<file path="src/rtl/wdog_pkg.sv">
package wdog_pkg;
  typedef enum logic [1:0] {
    ADDR_CTRL  = 2'd0,
    ADDR_SVC   = 2'd1,
    ADDR_ICTRL = 2'd2,
    ADDR_MISC  = 2'd3
  } wdog_addr_e;

  localparam logic [15:0] KEY_FIRST  = 16'h5555;
  localparam logic [15:0] KEY_SECOND = 16'hAAAA;

  localparam int CTRL_EN_BIT  = 0;
  localparam int CTRL_EXT_BIT = 1;
  localparam int CTRL_TMO_LSB = 8;
  localparam int TMO_W        = 8;
  localparam int ICTRL_IE_BIT = 0;
  localparam int ICTRL_ST_BIT = 15;
  localparam int MISC_PD_BIT  = 0;
endpackage

</file>
<file path="src/rtl/wdog_prescaler.sv">
module wdog_prescaler #(
  parameter int TICK_CYCLES = 16384
) (
  input  logic clk_i,
  input  logic rst_ni,
  output logic tick_o
);
  localparam int W = (TICK_CYCLES > 1) ? $clog2(TICK_CYCLES) : 1;
  localparam logic [W-1:0] LAST = W'(TICK_CYCLES - 1);

  logic [W-1:0] cnt_q;

  assign tick_o = (cnt_q == LAST);

  always_ff @(posedge clk_i or negedge rst_ni) begin
    if (!rst_ni)     cnt_q <= '0;
    else if (tick_o) cnt_q <= '0;
    else             cnt_q <= cnt_q + 1'b1;
  end
endmodule

</file>
<file path="src/rtl/wdog_svc_seq.sv">
module wdog_svc_seq #(
  parameter int          DW   = 16,
  parameter logic [DW-1:0] KEY_A = 16'h5555,
  parameter logic [DW-1:0] KEY_B = 16'hAAAA
) (
  input  logic          clk_i,
  input  logic          rst_ni,
  input  logic          wr_i,
  input  logic [DW-1:0] data_i,
  output logic          reload_o
);
  logic armed_q;

  assign reload_o = wr_i && armed_q && (data_i == KEY_B);

  // any service write other than the first key drops the armed state
  always_ff @(posedge clk_i or negedge rst_ni) begin
    if (!rst_ni)   armed_q <= 1'b0;
    else if (wr_i) armed_q <= (data_i == KEY_A);
  end
endmodule

</file>
<file path="src/rtl/wdog_countdown.sv">
module wdog_countdown #(
  parameter int CNT_W = 8
) (
  input  logic             clk_i,
  input  logic             rst_ni,
  input  logic             en_i,
  input  logic             tick_i,
  input  logic             reload_i,
  input  logic [CNT_W-1:0] load_i,
  output logic             expire_o
);
  logic [CNT_W-1:0] cnt_q;

  assign expire_o = en_i && tick_i && !reload_i && (cnt_q == '0);

  always_ff @(posedge clk_i or negedge rst_ni) begin
    if (!rst_ni)                cnt_q <= '0;
    else if (!en_i || reload_i) cnt_q <= load_i;
    else if (tick_i) begin
      if (cnt_q == '0) cnt_q <= load_i;
      else             cnt_q <= cnt_q - 1'b1;
    end
  end
endmodule

</file>
<file path="src/rtl/wdog_pulse.sv">
module wdog_pulse #(
  parameter int PULSE_CYCLES = 16
) (
  input  logic clk_i,
  input  logic rst_ni,
  input  logic trig_i,
  output logic pulse_o
);
  localparam int PW = $clog2(PULSE_CYCLES + 1);

  logic [PW-1:0] cnt_q;

  assign pulse_o = (cnt_q != '0);

  always_ff @(posedge clk_i or negedge rst_ni) begin
    if (!rst_ni)      cnt_q <= '0;
    else if (trig_i)  cnt_q <= PW'(PULSE_CYCLES);
    else if (pulse_o) cnt_q <= cnt_q - 1'b1;
  end
endmodule

</file>
<file path="src/rtl/wdog_top.sv">
module wdog_top
  import wdog_pkg::*;
#(
  parameter int TICK_CYCLES      = 16384,
  parameter int RST_PULSE_CYCLES = 16,
  parameter int PD_TICKS         = 16
) (
  input  logic        clk_i,
  input  logic        rst_ni,
  input  logic        reg_we_i,
  input  logic [1:0]  reg_addr_i,
  input  logic [15:0] reg_wdata_i,
  output logic [15:0] reg_rdata_o,
  output logic        irq_o,
  output logic        rst_req_o
);
  localparam int PD_W = (PD_TICKS > 1) ? $clog2(PD_TICKS) : 1;
  localparam logic [PD_W-1:0] PD_LAST = PD_W'(PD_TICKS - 1);

  logic             tick;
  logic             en_q, ext_q, ie_q, irq_stat_q, pd_en_q, pd_done_q;
  logic [TMO_W-1:0] tmo_q;
  logic [PD_W-1:0]  pd_cnt_q;
  logic             ctrl_wr, svc_wr, ictrl_wr, misc_wr, stat_clr;
  logic             svc_reload, wd_expire, pd_expire, irq_path, irq_set, rst_trig;

  assign ctrl_wr  = reg_we_i && (reg_addr_i == ADDR_CTRL);
  assign svc_wr   = reg_we_i && (reg_addr_i == ADDR_SVC);
  assign ictrl_wr = reg_we_i && (reg_addr_i == ADDR_ICTRL);
  assign misc_wr  = reg_we_i && (reg_addr_i == ADDR_MISC);
  assign stat_clr = ictrl_wr && reg_wdata_i[ICTRL_ST_BIT];

  wdog_prescaler #(.TICK_CYCLES(TICK_CYCLES)) u_presc (
    .clk_i, .rst_ni, .tick_o(tick)
  );

  wdog_svc_seq #(.DW(16), .KEY_A(KEY_FIRST), .KEY_B(KEY_SECOND)) u_seq (
    .clk_i, .rst_ni, .wr_i(svc_wr), .data_i(reg_wdata_i), .reload_o(svc_reload)
  );

  wdog_countdown #(.CNT_W(TMO_W)) u_cnt (
    .clk_i, .rst_ni, .en_i(en_q), .tick_i(tick), .reload_i(svc_reload),
    .load_i(tmo_q), .expire_o(wd_expire)
  );

  assign irq_path  = ext_q && ie_q;
  assign irq_set   = wd_expire && irq_path;
  assign pd_expire = pd_en_q && !pd_done_q && tick && (pd_cnt_q == PD_LAST);
  assign rst_trig  = (wd_expire && !irq_path) || pd_expire;

  wdog_pulse #(.PULSE_CYCLES(RST_PULSE_CYCLES)) u_pulse (
    .clk_i, .rst_ni, .trig_i(rst_trig), .pulse_o(rst_req_o)
  );

  // control: enable is set-only
  always_ff @(posedge clk_i or negedge rst_ni) begin
    if (!rst_ni) begin
      en_q  <= 1'b0;
      ext_q <= 1'b0;
      tmo_q <= '0;
    end else if (ctrl_wr) begin
      en_q  <= en_q | reg_wdata_i[CTRL_EN_BIT];
      ext_q <= reg_wdata_i[CTRL_EXT_BIT];
      tmo_q <= reg_wdata_i[CTRL_TMO_LSB +: TMO_W];
    end
  end

  // interrupt control; a new expiry wins over a clear in the same cycle
  always_ff @(posedge clk_i or negedge rst_ni) begin
    if (!rst_ni) begin
      ie_q       <= 1'b0;
      irq_stat_q <= 1'b0;
    end else begin
      if (ictrl_wr) ie_q <= reg_wdata_i[ICTRL_IE_BIT];
      if (irq_set)       irq_stat_q <= 1'b1;
      else if (stat_clr) irq_stat_q <= 1'b0;
    end
  end

  // power-down counter: enable clear-only, fires once
  always_ff @(posedge clk_i or negedge rst_ni) begin
    if (!rst_ni) begin
      pd_en_q   <= 1'b1;
      pd_cnt_q  <= '0;
      pd_done_q <= 1'b0;
    end else begin
      if (misc_wr) pd_en_q <= pd_en_q & reg_wdata_i[MISC_PD_BIT];
      if (pd_expire) pd_done_q <= 1'b1;
      if (pd_en_q && !pd_done_q && tick) pd_cnt_q <= pd_cnt_q + 1'b1;
    end
  end

  assign irq_o = irq_stat_q && ie_q;

  always_comb begin
    reg_rdata_o = '0;
    unique case (reg_addr_i)
      ADDR_CTRL: begin
        reg_rdata_o[CTRL_EN_BIT]                = en_q;
        reg_rdata_o[CTRL_EXT_BIT]               = ext_q;
        reg_rdata_o[CTRL_TMO_LSB +: TMO_W]      = tmo_q;
      end
      ADDR_ICTRL: begin
        reg_rdata_o[ICTRL_IE_BIT] = ie_q;
        reg_rdata_o[ICTRL_ST_BIT] = irq_stat_q;
      end
      ADDR_MISC: reg_rdata_o[MISC_PD_BIT] = pd_en_q;
      default:   reg_rdata_o = '0;
    endcase
  end
endmodule

</file>
<file path="config.mk">
export PLATFORM = sky130hd
export DESIGN_NAME = wdog_top
export DESIGN_NICKNAME = d
export VERILOG_FILES = /design/src/rtl/wdog_pkg.sv /design/src/rtl/wdog_prescaler.sv /design/src/rtl/wdog_svc_seq.sv /design/src/rtl/wdog_countdown.sv /design/src/rtl/wdog_pulse.sv /design/src/rtl/wdog_top.sv
export SDC_FILE = /design/constraint.sdc
export NUM_CORES = 1
export LEC_CHECK = 0
export ABC_AREA = 1
export BUFFER_PORTS_ARGS = -buffer_cell sky130_fd_sc_hd__buf_4
export CORE_MARGIN = 5
export CORE_UTILIZATION = 50
export CTS_CLUSTER_DIAMETER = 200
export DETAILED_ROUTE_END_ITERATION = 8
export HOLD_SLACK_MARGIN = 0.08
export PLACE_DENSITY = 0.83
export SLEW_MARGIN = 20
export SYNTH_ARGS = -nofsm -noshare
export SYNTH_HDL_FRONTEND = slang
export SYNTH_SLANG_ARGS = --single-unit
export TNS_END_PERCENT = 5
</file>
<file path="constraint.sdc">
create_clock -name clk_i -period 1.5 [get_ports clk_i]
set_input_delay 0.075 -clock clk_i [delete_from_list [all_inputs] [get_ports clk_i]]
set_output_delay 0.075 -clock clk_i [all_outputs]
set_load 0.01 [all_outputs]
</file>
== Word level (Yosys, flattened, before mapping) ==
Index checks and enable logic that the tools add are counted.

* Add/sub/neg operators: 4
* Equality and inequality tests: 7
* Multiplexer cells: 12
* Bitwise operators: 2
* Reduce and logical (&&, ||, !) cells: 29

{| class="wikitable"
|+ Operators with widths
! operator !! count
|-
| two-way mux 8 bit || 3
|-
| logical AND 1 bit || 17
|-
| equality test 16 x 15 -> 1 bit (second input constant) || 1
|-
| equality test 16 bit (second input constant) || 1
|-
| adder 14 x 1 -> 14 bit (second input constant) || 1
|-
| equality test 14 bit (second input constant) || 1
|-
| two-way mux 14 bit || 1
|-
| two-way mux 5 bit || 2
|-
| zero test 8 bit || 1
|-
| subtractor 8 x 1 -> 8 bit (second input constant) || 1
|-
| two-way mux 7 bit || 1
|-
| nonzero test 2 bit || 3
|-
| nonzero test 5 bit || 1
|-
| subtractor 5 x 1 -> 5 bit (second input constant) || 1
|-
| adder 4 x 1 -> 4 bit (second input constant) || 1
|-
| equality test 2 bit (second input constant) || 2
|-
| equality test 4 bit (second input constant) || 1
|-
| zero test 1 bit || 4
|-
| two-way mux 1 bit || 3
|-
| one-hot mux 1 bit (3 select lines) || 1
|-
| equality test 2 x 1 -> 1 bit (second input constant) || 1
|-
| zero test 2 bit || 1
|-
| logical OR 1 bit || 2
|-
| one-hot mux 1 bit (2 select lines) || 1
|-
| other kinds (2) || 2
|}

* Bits in registers: 46
* Bits of input ports: 21
* Logic and storage cells: 66

== Depth between registers and ports, before layout ==
* Word-level depth: 10
* Gate-level depth with buffers: 11

== Modules after synthesis ==
Synthesis repeated with hierarchy kept, for this count alone.

* Cells, all modules: 367
* Area total of the unflattened synthesis: 2850.2 sq um

{| class="wikitable"
|+ Modules (own cells, without submodules)
! module !! times used !! cells each !! area each (sq um) !! seq. area each (sq um)
|-
| wdog_top || 1 || 112 || 948.4 || 451.7
|-
| wdog_prescaler || 1 || 91 || 784.5 || 350.3
|-
| wdog_countdown || 1 || 96 || 688.2 || 200.2
|-
| wdog_pulse || 1 || 33 || 260.2 || 125.1
|-
| wdog_svc_seq || 1 || 35 || 168.9 || 25.0
|}

== Least setup slack after synthesis ==
OpenSTA, ideal clock, no wires.

* Path type: register to register
* Start: reg u_presc.cnt_q[0]
* End: reg u_pulse.cnt_q[3]
* Arrival: 1335 ps
* Setup slack: 46 ps
* Stages on the path, launching flop included: 11
* Path buffers: 0
* Cell sequence: dfrtp_1 -> ha_1 -> nand2_1 -> nor2_4 -> nand2_2 -> nor2_2 -> nand4_1 -> nor2_2 -> nand2_2 -> nand2_2 -> nor2_1

* Longest elaborated chain between the ends: 7

{| class="wikitable"
|+ RTL lines
! element !! RTL line !! RTL
|-
| start: declaration || wdog_prescaler.sv:11 || <nowiki>logic [W-1:0] cnt_q;</nowiki>
|-
| start signal: assignment || wdog_prescaler.sv:18 || <nowiki>else cnt_q <= cnt_q + 1'b1;</nowiki>
|-
| equality test 14 bit (*) || wdog_prescaler.sv:13 || <nowiki>assign tick_o = (cnt_q == LAST);</nowiki>
|-
| logical AND 1 bit (3 in a row) || wdog_countdown.sv:14 || <nowiki>assign expire_o = en_i && tick_i && !reload_i && (cnt_q == '0);</nowiki>
|-
| logical AND 1 bit || wdog_top.sv:49 || <nowiki>assign rst_trig = (wd_expire && !irq_path) || pd_expire;</nowiki>
|-
| logical OR 1 bit (*) || wdog_top.sv:49 ||
|-
| two-way mux 5 bit or nonzero test 2 bit (tied branches) || -- ||
|-
| end signal: assignment || wdog_pulse.sv:17 || <nowiki>else if (trig_i) cnt_q <= PW'(PULSE_CYCLES);</nowiki>
|-
| end signal: assignment || wdog_pulse.sv:18 || <nowiki>else if (pulse_o) cnt_q <= cnt_q - 1'b1;</nowiki>
|-
| end: declaration || wdog_pulse.sv:11 || <nowiki>logic [PW-1:0] cnt_q;</nowiki>
|}

Every way passes the cells marked *; elsewhere a longest branch is shown, timed or not.
A chain may end at the register's enable or synchronous reset.

== Worst setup path after layout ==
* Start: reg u_cnt.cnt_q[0]
* End: reg u_pulse.cnt_q[3]

* Longest elaborated chain between the ends: 5

{| class="wikitable"
|+ RTL lines
! element !! RTL line !! RTL
|-
| start: declaration || wdog_countdown.sv:12 || <nowiki>logic [CNT_W-1:0] cnt_q;</nowiki>
|-
| start signal: assignment || wdog_countdown.sv:18 || <nowiki>else if (!en_i || reload_i) cnt_q <= load_i;</nowiki>
|-
| start signal: assignment || wdog_countdown.sv:20 || <nowiki>if (cnt_q == '0) cnt_q <= load_i;</nowiki>
|-
| start signal: assignment || wdog_countdown.sv:21 || <nowiki>else cnt_q <= cnt_q - 1'b1;</nowiki>
|-
| zero test 8 bit (*) || wdog_countdown.sv:14 ||
|-
| logical AND 1 bit (*) || wdog_countdown.sv:14 ||
|-
| logical AND 1 bit (*) || wdog_top.sv:49 ||
|-
| logical OR 1 bit (*) || wdog_top.sv:49 ||
|-
| two-way mux 5 bit or nonzero test 2 bit (tied branches) || -- ||
|}

Marks and branches as above.

==> results.yml <==
outcome:
  status: "complete, but fails checks"
  violations: "setup timing"
routing:
  drc: 0
  final_antenna_net_count: 0
  dr.max_layer_used: "met4"
  via_per_inst: 4.93
  drtIter0Drc: 127
  drt-pass1-iter-count: 5
  wl_met3_um: 268
  wl_per_cell_um: 12.3
  drt-met1-wl_um: 2670
  wl_um: 5910
  dr_total_vias: 2372
  wl_met2_um: 2830
setup_path:
  worst-path-max-fanout: 5
  critPathKind: "reg -> reg"
  cp-end-kind: "register"
  start_kind: "register"
  ff2ff_setup_slack_ns: -0.02
  cp_cell_sequence: "inv_1, ha_1, nand3_2, nor2_4, nand4_1, nor2_2, nand2_2, nand2_2, nor2_1"
  crit_path_frequent_cell: "nand2_2"
  crit_buf_inv: 1
  cp.required_ns: 1.68
  reg2reg_to: "u_pulse.cnt_q[3]"
  cpPeakStageDelay_ns: 0.39
  cp.depth: 9
  worstPathArrival_ns: 1.71
  crit_family: "simple AND/OR/NAND/NOR gates"
  ff2ff_path_depth: 9
  critPathLaunch: "u_cnt.cnt_q[0]"
  critPathSlowestCell: "dfrtp_1"
  crit-reg2reg-launch: "u_cnt.cnt_q[0]"
  cp-endpoint: "u_pulse.cnt_q[3]"
logic_synthesis:
  synth_area_um2: 2710
  netlist_instances: 354
  postSynthAreaPerCell_um2: 7.65
  yosysSeqAreaShare: 0.426
  synth_largest_area_cell: "dfrtp_1"
  synth_cell_types: 38
  synth_warnings: 0
  synth_ff_type: "dfrtp_1"
  synth_seq_cells: 46
  synth_edf_count: 0
  synthArstFlopShare: 1.00
  synthTopCellsByArea: "dfrtp_1 42%, nand2_1 13%, inv_1 7.1%, nor2_1 4.9%, nand3_1 3.9%"
  synthDominantCellAreaShare: 0.416
die:
  std_cell_rows: 26
  die_x_um: 83.6
  start_util: 0.523
  die_h_um: 83.6
  core_um2: 5170
  die_area_um2: 6980
  io_pins: 39
layout:
  nets: 436
  final_cell_mix: "89 x nand2_1, 50 x inv_1, 44 x dfrtp_1"
  final_cell_area_um2: 3290
  finish.utilization: 0.637
  instances_no_fill: 481
  final_common_cell: "nand2_1"
  antenna_cells: 0
  syn2layout_area_growth_pct: 21.7
  layout-drive-gt1-share: 0.219
timing:
  setup_violations: 4
  fin_ws_ns: -0.0249
  final.period_utilization: 1.02
  setup_tns_ns: -0.0858
  drv_slew: 0
  rsz0062_at_grt: "true"
  slew_headroom: 0.619
  whs_ns: 0.0828
  fin_worst_skew_ns: 0.00912
  worstMarginPinSlew_ns: 0.572
  hold_viol_final: 0
  fin_crit_ns: 1.52
  fmax_ghz: 0.656
grt:
  grt_pass1_wl_um: 9900
  track_usage: 0.171
  grt_pass1_vias: 2234
  antenna_found_initial: 0
  gr-total-overflow: 0
  grt_max_degree: 47
power:
  power_leakage_nw: 1.71
  totalPowerFinal_mw: 2.50
  power_density_nw_per_um2: 760
  vdd_drop_max_mv: 0.766
run:
  drv_cap: 0
clocking:
  insertion_delay_ns: 0.30
  cts_setup_buffers: 0
  htreeDepth: 2
  cts_root_buf: "clkbuf_8"
  clk_pin_slew_ns: 0.08
  cts_tree: "yes"
  cts_buffers: 5
  clock_path_buffers: 2
  cts_num_sinks: 46
placed_design:
  dp.cells: 464
  hpwl_um: 4360
  gp_congestion: 0.922
  port_buffers: 32
  dp_slack_ns: -0.0364
  dpl_cell_area_um2: 3070
worst_hold_path:
  min_path_type: "in -> reg"
area by class of cell:
cell class / instances / area, um^2
inverter: 59 / 231
tap: 70 / 87.6
clock inverter: 2 / 37.5
fill: 423 / 1880
sequential: 46 / 1150
multi-input combinational: 246 / 1290
timing repair buffer: 52 / 417
clock buffer: 6 / 72.6
layer usage:
layer	GRT usage	vias to the layer above
li1	-	1194
met1	0.225	1103
met2	0.284	65
met3	0.0267	10
met4	0.0643	0
met5	0	-
report_power, final:
part / internal, mW / leakage [nW] / switching [mW]
clock: 0.497 / 0.0514 / 0.421
combinational: 0.109 / 1.07 / 0.147
sequential: 1.28 / 0.582 / 0.0436
total: 1.89 / 1.71 / 0.612
cells in the mapped netlist, types with 5 or more instances:
cell type / instances
nor2_2: 8
nor2_1: 35
o21ai_0: 16
a21oi_1: 8
dfrtp_1: 45
ha_1: 5
nand4_1: 8
nand2_1: 92
nor3_1: 6
buf_4: 6
xnor2_1: 7
nand2_2: 7
xor2_1: 7
inv_1: 51
inv_2: 5
nand3_1: 21
registers in the layout, summed over array words and instances (netlist names):
name / flops
u_presc.cnt_q: 14
irq_stat_q: 1
pd_done_q: 1
ie_q: 1
u_cnt.cnt_q: 8
u_seq.armed_q: 1
ext_q: 1
u_pulse.cnt_q: 5
pd_cnt_q: 4
tmo_q: 8
en_q: 1
pd_en_q: 1
logic make-up after synthesis:
kind of cell | share of synthesized area
compound gates | 0.0550
other cells | 0.00139
flops | 0.426
xor+xnor | 0.0453
mux | 0.00370
simple gates | 0.338
buf+inv | 0.108
fa+ha+maj | 0.0231
worst min-delay path: stages:
cell and delay, ns:
buf_4 0.11, inv_1 0.06, o21ai_0 0.08
worst min-delay path by stage:
stage / startpoint / to / slack, ns / cells past startpoint
floorplan: rst_ni / en_q / -0.22 / 0
global placement: rst_ni / u_presc.cnt_q[4] / 0.11 / 1
detailed placement: rst_ni / u_presc.cnt_q[5] / 0.11 / 1
CTS: reg_wdata_i[10] / tmo_q[2] / 0.1 / 3
global route: reg_wdata_i[14] / tmo_q[6] / 0.11 / 3
finish: reg_wdata_i[14] / tmo_q[6] / 0.08 / 3
timing repair:
item,in CTS,in global routing
hold buffers,9,0
gates cloned,0,0
setup endpoints to repair,5,24
pin swaps,0,6
gates resized for setup,0,8
endpoints found under the hold margin,52,0
Power figures use the tool's default switching activity.
